--- src/rtl/packer_pkg.sv ---
// Package: shared constants for the byte-to-word packer.
// Assumes bytes are 8 bits wide everywhere in the block.
package packer_pkg;
    localparam int unsigned BYTE_W = 8;

    // Width of a counter that must hold values 0..n-1 (at least one bit).
    function automatic int unsigned idx_width(input int unsigned n);
        return (n > 1) ? $clog2(n) : 1;
    endfunction
endpackage

--- src/rtl/pack_lane_buf.sv ---
// Module: pack_lane_buf
// Collects bytes into word lanes, earliest byte in lane 0. It flags a word
// as ready once all lanes are filled, or on a flush while bytes are held.
// Assumes at most one byte per clock, and that start has priority over flush.
// Lanes are cleared whenever the buffer empties, so any lane not yet written
// reads as zero.
module pack_lane_buf
    import packer_pkg::*;
#(
    parameter int unsigned BPW = 4,
    localparam int unsigned WORD_W = BPW * BYTE_W,
    localparam int unsigned CNT_W = idx_width(BPW)
) (
    input  logic              clk,
    input  logic              rst_n,
    input  logic              start_i,
    input  logic              flush_i,
    input  logic              vld_i,
    input  logic [BYTE_W-1:0] byte_i,
    output logic              emit_o,
    output logic [WORD_W-1:0] word_o,
    output logic              held_nxt_o
);
    logic [CNT_W-1:0]  cnt_q;
    logic [WORD_W-1:0] lanes_q;
    logic [CNT_W-1:0]  base_cnt;
    logic [WORD_W-1:0] base_lanes;
    logic [WORD_W-1:0] fill_lanes;
    logic [CNT_W:0]    fill_cnt;
    logic              full;
    logic              flush_hit;

    // Purpose: a start discards the held state before the byte is placed.
    always_comb begin
        base_cnt   = start_i ? '0 : cnt_q;
        base_lanes = start_i ? '0 : lanes_q;
    end

    // Purpose: drop the incoming byte into the first free lane.
    always_comb begin
        fill_lanes = base_lanes;
        for (int i = 0; i < int'(BPW); i++) begin
            if (vld_i && (base_cnt == CNT_W'(i)))
                fill_lanes[i*BYTE_W +: BYTE_W] = byte_i;
        end
    end

    // Purpose: decide whether a word leaves the buffer this cycle.
    always_comb begin
        fill_cnt   = {1'b0, base_cnt} + (CNT_W+1)'(vld_i);
        full       = (fill_cnt == (CNT_W+1)'(BPW));
        flush_hit  = flush_i && !start_i && (fill_cnt != '0);
        emit_o     = full || flush_hit;
        word_o     = fill_lanes;
        held_nxt_o = !emit_o && (fill_cnt != '0);
    end

    // Purpose: keep the held lanes and fill count, emptying on every emit.
    always_ff @(posedge clk) begin
        if (!rst_n) begin
            cnt_q   <= '0;
            lanes_q <= '0;
        end else if (emit_o) begin
            cnt_q   <= '0;
            lanes_q <= '0;
        end else begin
            cnt_q   <= fill_cnt[CNT_W-1:0];
            lanes_q <= fill_lanes;
        end
    end

    // the held count never reaches a full word.
    a_r5_count_bound: assert property (@(posedge clk) disable iff (!rst_n)
        {1'b0, cnt_q} < (CNT_W+1)'(BPW));

    // a start with no byte leaves the buffer empty.
    a_r6_start_clears: assert property (@(posedge clk) disable iff (!rst_n)
        (start_i && !vld_i) |=> (cnt_q == '0));

    // a flush without start always leaves the buffer empty.
    a_r7_flush_empties: assert property (@(posedge clk) disable iff (!rst_n)
        (flush_i && !start_i) |=> (cnt_q == '0));
endmodule

--- src/rtl/pack_addr_ctr.sv ---
// Module: pack_addr_ctr
// Holds the address of the next word to write. It returns to 0 on start and
// steps by one per written word, wrapping at 2^ADDR_W.
// Assumes the step input is asserted for one cycle per emitted word.
module pack_addr_ctr #(
    parameter int unsigned ADDR_W = 10
) (
    input  logic              clk,
    input  logic              rst_n,
    input  logic              start_i,
    input  logic              step_i,
    output logic [ADDR_W-1:0] cur_o
);
    logic [ADDR_W-1:0] addr_q;

    // Purpose: address for a word emitted this cycle (start restarts at 0).
    always_comb cur_o = start_i ? '0 : addr_q;

    // Purpose: advance past each written word.
    always_ff @(posedge clk) begin
        if (!rst_n)
            addr_q <= '0;
        else if (step_i)
            addr_q <= cur_o + ADDR_W'(1);
        else
            addr_q <= cur_o;
    end

    // every written word moves the next address on by exactly one.
    a_r4_addr_advance: assert property (@(posedge clk) disable iff (!rst_n)
        step_i |=> (addr_q == $past(cur_o) + ADDR_W'(1)));
endmodule

--- src/rtl/pack_sram_drv.sv ---
// Module: pack_sram_drv
// Registers one write per emitted word onto the shared SRAM port, with
// active-low strobes and a port-claim select.
// Assumes emit is a single-cycle request and the data and address are valid
// in that cycle. Data and address keep their last value between writes.
module pack_sram_drv
    import packer_pkg::*;
#(
    parameter int unsigned BPW    = 4,
    parameter int unsigned ADDR_W = 10,
    localparam int unsigned WORD_W = BPW * BYTE_W
) (
    input  logic              clk,
    input  logic              rst_n,
    input  logic              emit_i,
    input  logic [WORD_W-1:0] word_i,
    input  logic [ADDR_W-1:0] addr_i,
    input  logic              held_i,
    output logic [WORD_W-1:0] wr_data_o,
    output logic [ADDR_W-1:0] wr_addr_o,
    output logic              wen_n_o,
    output logic              cs_n_o,
    output logic              sel_o
);
    // Purpose: capture the word and its address when a write is requested.
    always_ff @(posedge clk) begin
        if (!rst_n) begin
            wr_data_o <= '0;
            wr_addr_o <= '0;
        end else if (emit_i) begin
            wr_data_o <= word_i;
            wr_addr_o <= addr_i;
        end
    end

    // Purpose: one-clock strobes per word, select held while work is pending.
    always_ff @(posedge clk) begin
        if (!rst_n) begin
            wen_n_o <= 1'b1;
            cs_n_o  <= 1'b1;
            sel_o   <= 1'b0;
        end else begin
            wen_n_o <= !emit_i;
            cs_n_o  <= !emit_i;
            sel_o   <= emit_i || held_i;
        end
    end

    // no request means no strobe on the following cycle.
    a_r3_no_spurious_write: assert property (@(posedge clk) disable iff (!rst_n)
        !emit_i |=> (cs_n_o && wen_n_o));
endmodule

--- src/rtl/byte_sram_packer.sv ---
// Module: byte_sram_packer (top)
// Packs a byte stream into SRAM words. A partial word carries over between
// bursts, and each word is written at the next consecutive address.
// Assumes one byte per clock at most, with no back-pressure available.
module byte_sram_packer
    import packer_pkg::*;
#(
    parameter int unsigned BPW    = 4,
    parameter int unsigned ADDR_W = 10,
    localparam int unsigned WORD_W = BPW * BYTE_W
) (
    input  logic              clk,
    input  logic              rst_n,
    input  logic              start_i,
    input  logic              flush_i,
    input  logic              byte_vld_i,
    input  logic [7:0]        byte_i,
    output logic [WORD_W-1:0] wr_data_o,
    output logic [ADDR_W-1:0] wr_addr_o,
    output logic              wen_n_o,
    output logic              cs_n_o,
    output logic              sel_o
);
    logic              emit;
    logic [WORD_W-1:0] word;
    logic              held_nxt;
    logic [ADDR_W-1:0] cur_addr;

    pack_lane_buf #(.BPW(BPW)) u_lanes (
        .clk       (clk),
        .rst_n     (rst_n),
        .start_i   (start_i),
        .flush_i   (flush_i),
        .vld_i     (byte_vld_i),
        .byte_i    (byte_i),
        .emit_o    (emit),
        .word_o    (word),
        .held_nxt_o(held_nxt)
    );

    pack_addr_ctr #(.ADDR_W(ADDR_W)) u_addr (
        .clk    (clk),
        .rst_n  (rst_n),
        .start_i(start_i),
        .step_i (emit),
        .cur_o  (cur_addr)
    );

    pack_sram_drv #(.BPW(BPW), .ADDR_W(ADDR_W)) u_drv (
        .clk      (clk),
        .rst_n    (rst_n),
        .emit_i   (emit),
        .word_i   (word),
        .addr_i   (cur_addr),
        .held_i   (held_nxt),
        .wr_data_o(wr_data_o),
        .wr_addr_o(wr_addr_o),
        .wen_n_o  (wen_n_o),
        .cs_n_o   (cs_n_o),
        .sel_o    (sel_o)
    );

    // the port is claimed whenever a write strobe is on it.
    a_r8_sel_covers_write: assert property (@(posedge clk) disable iff (!rst_n)
        !cs_n_o |-> sel_o);

    // chip-select and write-enable fall and rise together.
    a_r3_strobes_agree: assert property (@(posedge clk) disable iff (!rst_n)
        cs_n_o == wen_n_o);
endmodule

--- config.mk ---
export PLATFORM = sky130hd
export DESIGN_NAME = byte_sram_packer
export DESIGN_NICKNAME = d
export VERILOG_FILES = /design/src/rtl/packer_pkg.sv /design/src/rtl/pack_lane_buf.sv /design/src/rtl/pack_addr_ctr.sv /design/src/rtl/pack_sram_drv.sv /design/src/rtl/byte_sram_packer.sv
export SDC_FILE = /design/constraint.sdc
export NUM_CORES = 1
export LEC_CHECK = 0
export ABC_AREA = 1
export BUFFER_PORTS_ARGS = -buffer_cell sky130_fd_sc_hd__buf_2
export CORE_MARGIN = 2
export CORE_UTILIZATION = 45
export CTS_CLUSTER_SIZE = 25
export DETAILED_ROUTE_END_ITERATION = 16
export PLACE_DENSITY = 0.7
export SKIP_LAST_GASP = 1
export SYNTH_ARGS = -nofsm -noshare
export SYNTH_HDL_FRONTEND = slang
export SYNTH_HIERARCHICAL = 1
export SYNTH_SLANG_ARGS = --single-unit
--- constraint.sdc ---
create_clock -name clk -period 4.15 [get_ports clk]
set_input_delay 0.83 -clock clk [delete_from_list [all_inputs] [get_ports clk]]
set_output_delay 0.83 -clock clk [all_outputs]
set_load 0.05 [all_outputs]
# Word-level counts from Yosys, hierarchy flattened
# Index checks and enable logic that the tools add are counted.
# word_totals
reg_bits,88
in_bits,13
out_inout_bits,45
wordCells,36
# op_classes
addsub,2
eq_ne,4
n_mux,8
bitwise_logic,1
reduce_logical,14
# op_table
cell,count
32-bit two-way mux,1
8-bit two-way mux,4
10-bit two-way mux,2
10-bit by 1-bit adder with 10-bit output (second input constant),1
1-bit logical AND,7
2-bit equality test (second input constant),2
2-bit by 1-bit adder with 3-bit output,1
3-bit equality test (second input constant),1
3-bit nonzero test,1
2-bit by 1-bit equality test with 1-bit output (second input constant),1
1-bit zero test,2
2-bit zero test,1
1-bit logical OR,2
2-bit two-way mux,1
2-bit OR reduction,1
1-bit inverter,1

# Depth between registers and ports, before layout
# depth
depth_word,8
ltp_mapped,17
depth_no_buf,16

# Modules after synthesis
# Netlist, hierarchy kept.
# by_module_without_submodules
module,instances,cells_each,area_per_inst_um2,seq_area_each_um2
pack_sram_drv,1,272,1770.4,880.8
pack_lane_buf,1,272,1715.4,680.7
pack_addr_ctr,1,94,619.3,200.2

# Worst setup path after synthesis
# OpenSTA, ideal clock, no wires.
# synth_timing
kind,input port to flip-flop
start,in start_i
end,reg u_addr.addr_q[8]
setup_time_ns,0.110
arrival_time_ns,2.512
required_time_ns,4.040
slack_ns,1.528
cell_stages,14
path_buffers,1
cell_sequence,nor2_4 > buf_2 > ha_1 > ha_1 > inv_1 > nand2_1 > inv_1 > nand2_1 > nand2_1 > nand2_1 > nor3_4 > nand4_1 > nand2_1 > nor2_1
# synth_between
elab_chain_len,6
elab_cells_between_ends,11
cone_classes,2 x add/sub; 1 x eq/ne; 3 x mux; 5 x reduce/logical
# synth_rtl
element,line,source
start: declaration,byte_sram_packer.sv:14,"input logic start_i,"
2-bit two-way mux *,pack_lane_buf.sv:35,base_cnt = start_i ? '0 : cnt_q;
2-bit by 1-bit adder with 3-bit output *,pack_lane_buf.sv:50,"fill_cnt = {1'b0, base_cnt} + (CNT_W+1)'(vld_i);"
named net u_lanes.fill_cnt[1],pack_lane_buf.sv:29,logic [CNT_W:0] fill_cnt;
3-bit nonzero test,pack_lane_buf.sv:52,flush_hit = flush_i && !start_i && (fill_cnt != '0);
1-bit logical AND,pack_lane_buf.sv:52,
1-bit logical OR *,pack_lane_buf.sv:53,emit_o = full || flush_hit;
named net emit,byte_sram_packer.sv:24,logic emit;
10-bit two-way mux *,pack_addr_ctr.sv:23,else if (step_i)
end signal: assignment,pack_addr_ctr.sv:24,addr_q <= cur_o + ADDR_W'(1);
end signal: assignment,pack_addr_ctr.sv:26,addr_q <= cur_o;
end: declaration,pack_addr_ctr.sv:14,logic [ADDR_W-1:0] addr_q;
# The timed path passes the listed nets; every way through them passes the cells marked *.
# A chain may end at the register's enable or synchronous reset.

# Final worst setup path
# layout_timing
start,in start_i
end,reg u_drv.wr_addr_o[4]
# layout_between
elab_chain_len,5
elab_cells_between_ends,9
cone_classes,1 x add/sub; 1 x eq/ne; 2 x mux; 5 x reduce/logical
# layout_rtl
element,line,source
2-bit two-way mux *,pack_lane_buf.sv:35,
2-bit by 1-bit adder with 3-bit output *,pack_lane_buf.sv:50,
named net u_lanes.fill_cnt[1],pack_lane_buf.sv:29,
3-bit nonzero test,pack_lane_buf.sv:52,
1-bit logical AND,pack_lane_buf.sv:52,
1-bit logical OR *,pack_lane_buf.sv:53,
named net emit,byte_sram_packer.sv:24,
end signal: assignment,pack_sram_drv.sv:32,wr_addr_o <= addr_i;
end: declaration,pack_sram_drv.sv:20,"output logic [ADDR_W-1:0] wr_addr_o,"
# Marked as above.

==> key figures <==
Status
  • Status: finished, final reports clean

Synth
  • Synthesized Nets: 654
  • Cell Area, Synth: 0.004105 mm2
  • Flops & latches, synth: 88
  • Top cells by count, synth: nand2_1, nor2_1, inv_1, dfxtp_1, nand4_1
  • Syn Area/Cell: 6.434 um2
  • Syn Inst Count: 638
  • Post-synth EDFFs: 0
  • Main synth FF type: dfxtp_1
  • Cell taking the most area after synthesis: dfxtp_1
  • Most frequent cell after synthesis: nand2_1
  • Register area share after synthesis: 42.91%
  • FFs w/ async S/R, synth: 0%
  • Largest cells by area after synthesis: dfxtp_1, nand2_1, nor2_1, inv_1, nand4_1
  • Syn. warnings: 6
  • Yosys cell types: 22
  • Yosys top cell area share: 42.91%

Detailed routing
  • DR WL/cell: 10.57 um
  • Post-DRT Antenna Nets: 0
  • Mean number of vias per cell: 4.626
  • WL final: 8373 um
  • TritonRoute pass-1 iters: 4
  • DRC viols: 0
  • DRT iter0 DRCs: 255
  • Via count: 3664

Place
  • Placed wire-length estimate: 5654 um
  • DP Cell Count: 777
  • IO buf count: 57
  • Gp weighted congestion: 0.7914

STA
  • Worst hold slack: 468.0 ps
  • Worst slew margin: 37.37%
  • Hold Violations, Final: 0
  • Unrepaired setup endpoints after global routing: no
  • Worst Tran Pin Value: 939.4 ps
  • Setup TNS Final: 0 ps
  • Slew Viols, Final: 0
  • Final worst path period need: 2672 ps
  • Clock Skew: 9.075 ps
  • Achievable Freq: 0.3742 GHz
  • Fin crit share: 64.40%
  • Final Setup Violations: 0

Clock tree
  • Maximum clock insertion buffer count: 2
  • CTS root buf: clkbuf_8
  • H-tree depth: 3
  • Insertion delay to the later sink of the worst-skew pair: 360 ps
  • Postcts setup bufs: 0
  • # clock sinks: 88
  • Cts bufs inserted: 9
  • CTS tree: yes
  • Hold_buf cts: 0
  • CTS clock-pin slew for the worst setup and hold paths: 90 ps
  • CTS resizes: 0

Power
  • Total Power: 1.802 mW
  • Max VDD drop: 0.1830 mV
  • Leak pwr: 2.465 nW
  • Power per cell area: 392.2 mW/mm2

Global routing
  • Pin count of the biggest net entering global routing: 56
  • Antenna violations before repair: 0
  • Total global-route track usage: 17.79%
  • Remaining Overflow, GRT: 0
  • Vias in the first global route: 3344
  • First-pass GRT wire length: 14310 um

Cells and area
  • Inserted Diodes: 0
  • Nets: 696
  • Share of layout cells above drive strength 1: 14.62%
  • Final Util: 52.44%
  • Sequential Area: 0.001762 mm2
  • Area Growth Syn to Fin: 11.95%
  • Area of the multi-input gates: 0.001767 mm2
  • Fill count: 905
  • Final Instance Count excl. Fillers: 792

Worst hold path
  • Worst min path class: reg -> reg
  • Worst hold path stage count: 2

Worst setup path
  • Worst r2r path cells: 12
  • Worst-path fanout max: 51
  • CP startpoint kind: primary input
  • Setup CP Type: in -> reg
  • Arrival time worst endpoint: 2930 ps
  • WP data required: 4410 ps
  • Worst Setup End Kind: register

Floorplan
  • Boundary Pins: 58
  • Initial cell density of the core: 46.84%
  • Die Ht: 99.51 um
  • Die width: 99.51 um
  • Die area: 0.009902 mm2
  • Core box area: 0.008763 mm2
  • Core Rows: 34

Flow run
  • Maxcap violations: 0
[layout by cell type, fill, tap and decap left out, drive strengths merged]
| master | n |
|---|---|
| a21oi | 5 |
| buf | 60 |
| bufinv | 1 |
| clkbuf | 11 |
| clkinv | 1 |
| clkinvlp | 2 |
| dfxtp | 88 |
| ha | 3 |
| inv | 111 |
| nand2 | 208 |
| nand3 | 19 |
| nand4 | 29 |
| nor2 | 139 |
| nor3 | 1 |
| o21ai | 6 |
[critical path: stages]
cell and delay [ps]:
buf_2 190, nor2_4 360, ha_1 240, ha_1 230, inv_1 70, nand2_1 60, inv_1 70, nand2_1 70
nand2_2 110, buf_4 420, nand2_1 130, nand2_1 90, nor2_1 60
[area by class of cell]
type,count,area share [%]
Multi-Input combinational cell,410,38.44
Sequential cell,88,38.33
Inverter,111,9.121
Timing Repair Buffer,60,6.698
Clock buffer,11,3.294
Tap cell,108,2.940
Clock inverter,4,1.171
[through the flow]
stage	setup slack [ps]	cell area, um2
finish	1478	4596
global route	1268	4596
CTS	1505	4596
detailed placement	1130	4390
global placement	1225	4390
floorplan	1528	4105
[per-layer routing]
layer	GRT usage, %	part of all wire, %
met1	21.68	47
met2	29.47	47
met3	4.427	4.7
met4	8.535	1.8
met5	0	0
[logic make-up after synthesis]
family          Yosys count  share of synthesized area (%)
compound gates           11                          1.432
fa+ha+maj                 3                         0.9145
buf+inv                 140                          14.11
flops                    88                          42.91
simple gates            396                          40.63
[path summary, 6_finish.rpt]
kind                             from                  end  slack (ps)
setup / recovery              start_i   u_drv/wr_addr_o[4]        1480
hold / removal    u_drv/wr_data_o[22]  u_drv/wr_data_o[22]         470
hold reg to reg   u_drv/wr_data_o[22]  u_drv/wr_data_o[22]         470
setup reg to reg     u_lanes/cnt_q[1]   u_drv/wr_addr_o[4]        1560
[flip-flops by register name (all words and copies together), names as in the netlist]
signal and flops:
u_lanes/cnt_q 2, u_addr/addr_q 10, u_lanes/lanes_q 32, u_drv/wr_addr_o 10, u_drv/sel_o 1, u_drv/wr_data_o 32
u_drv/cs_n_o 1
[power breakdown]
part / switching (mW) / total [mW] / internal (mW)
combinational: 0.225 / 0.297 / 0.0720
clock: 0.298 / 0.607 / 0.309
sequential: 0.0166 / 0.899 / 0.882
Power figures use the tool's default switching activity.
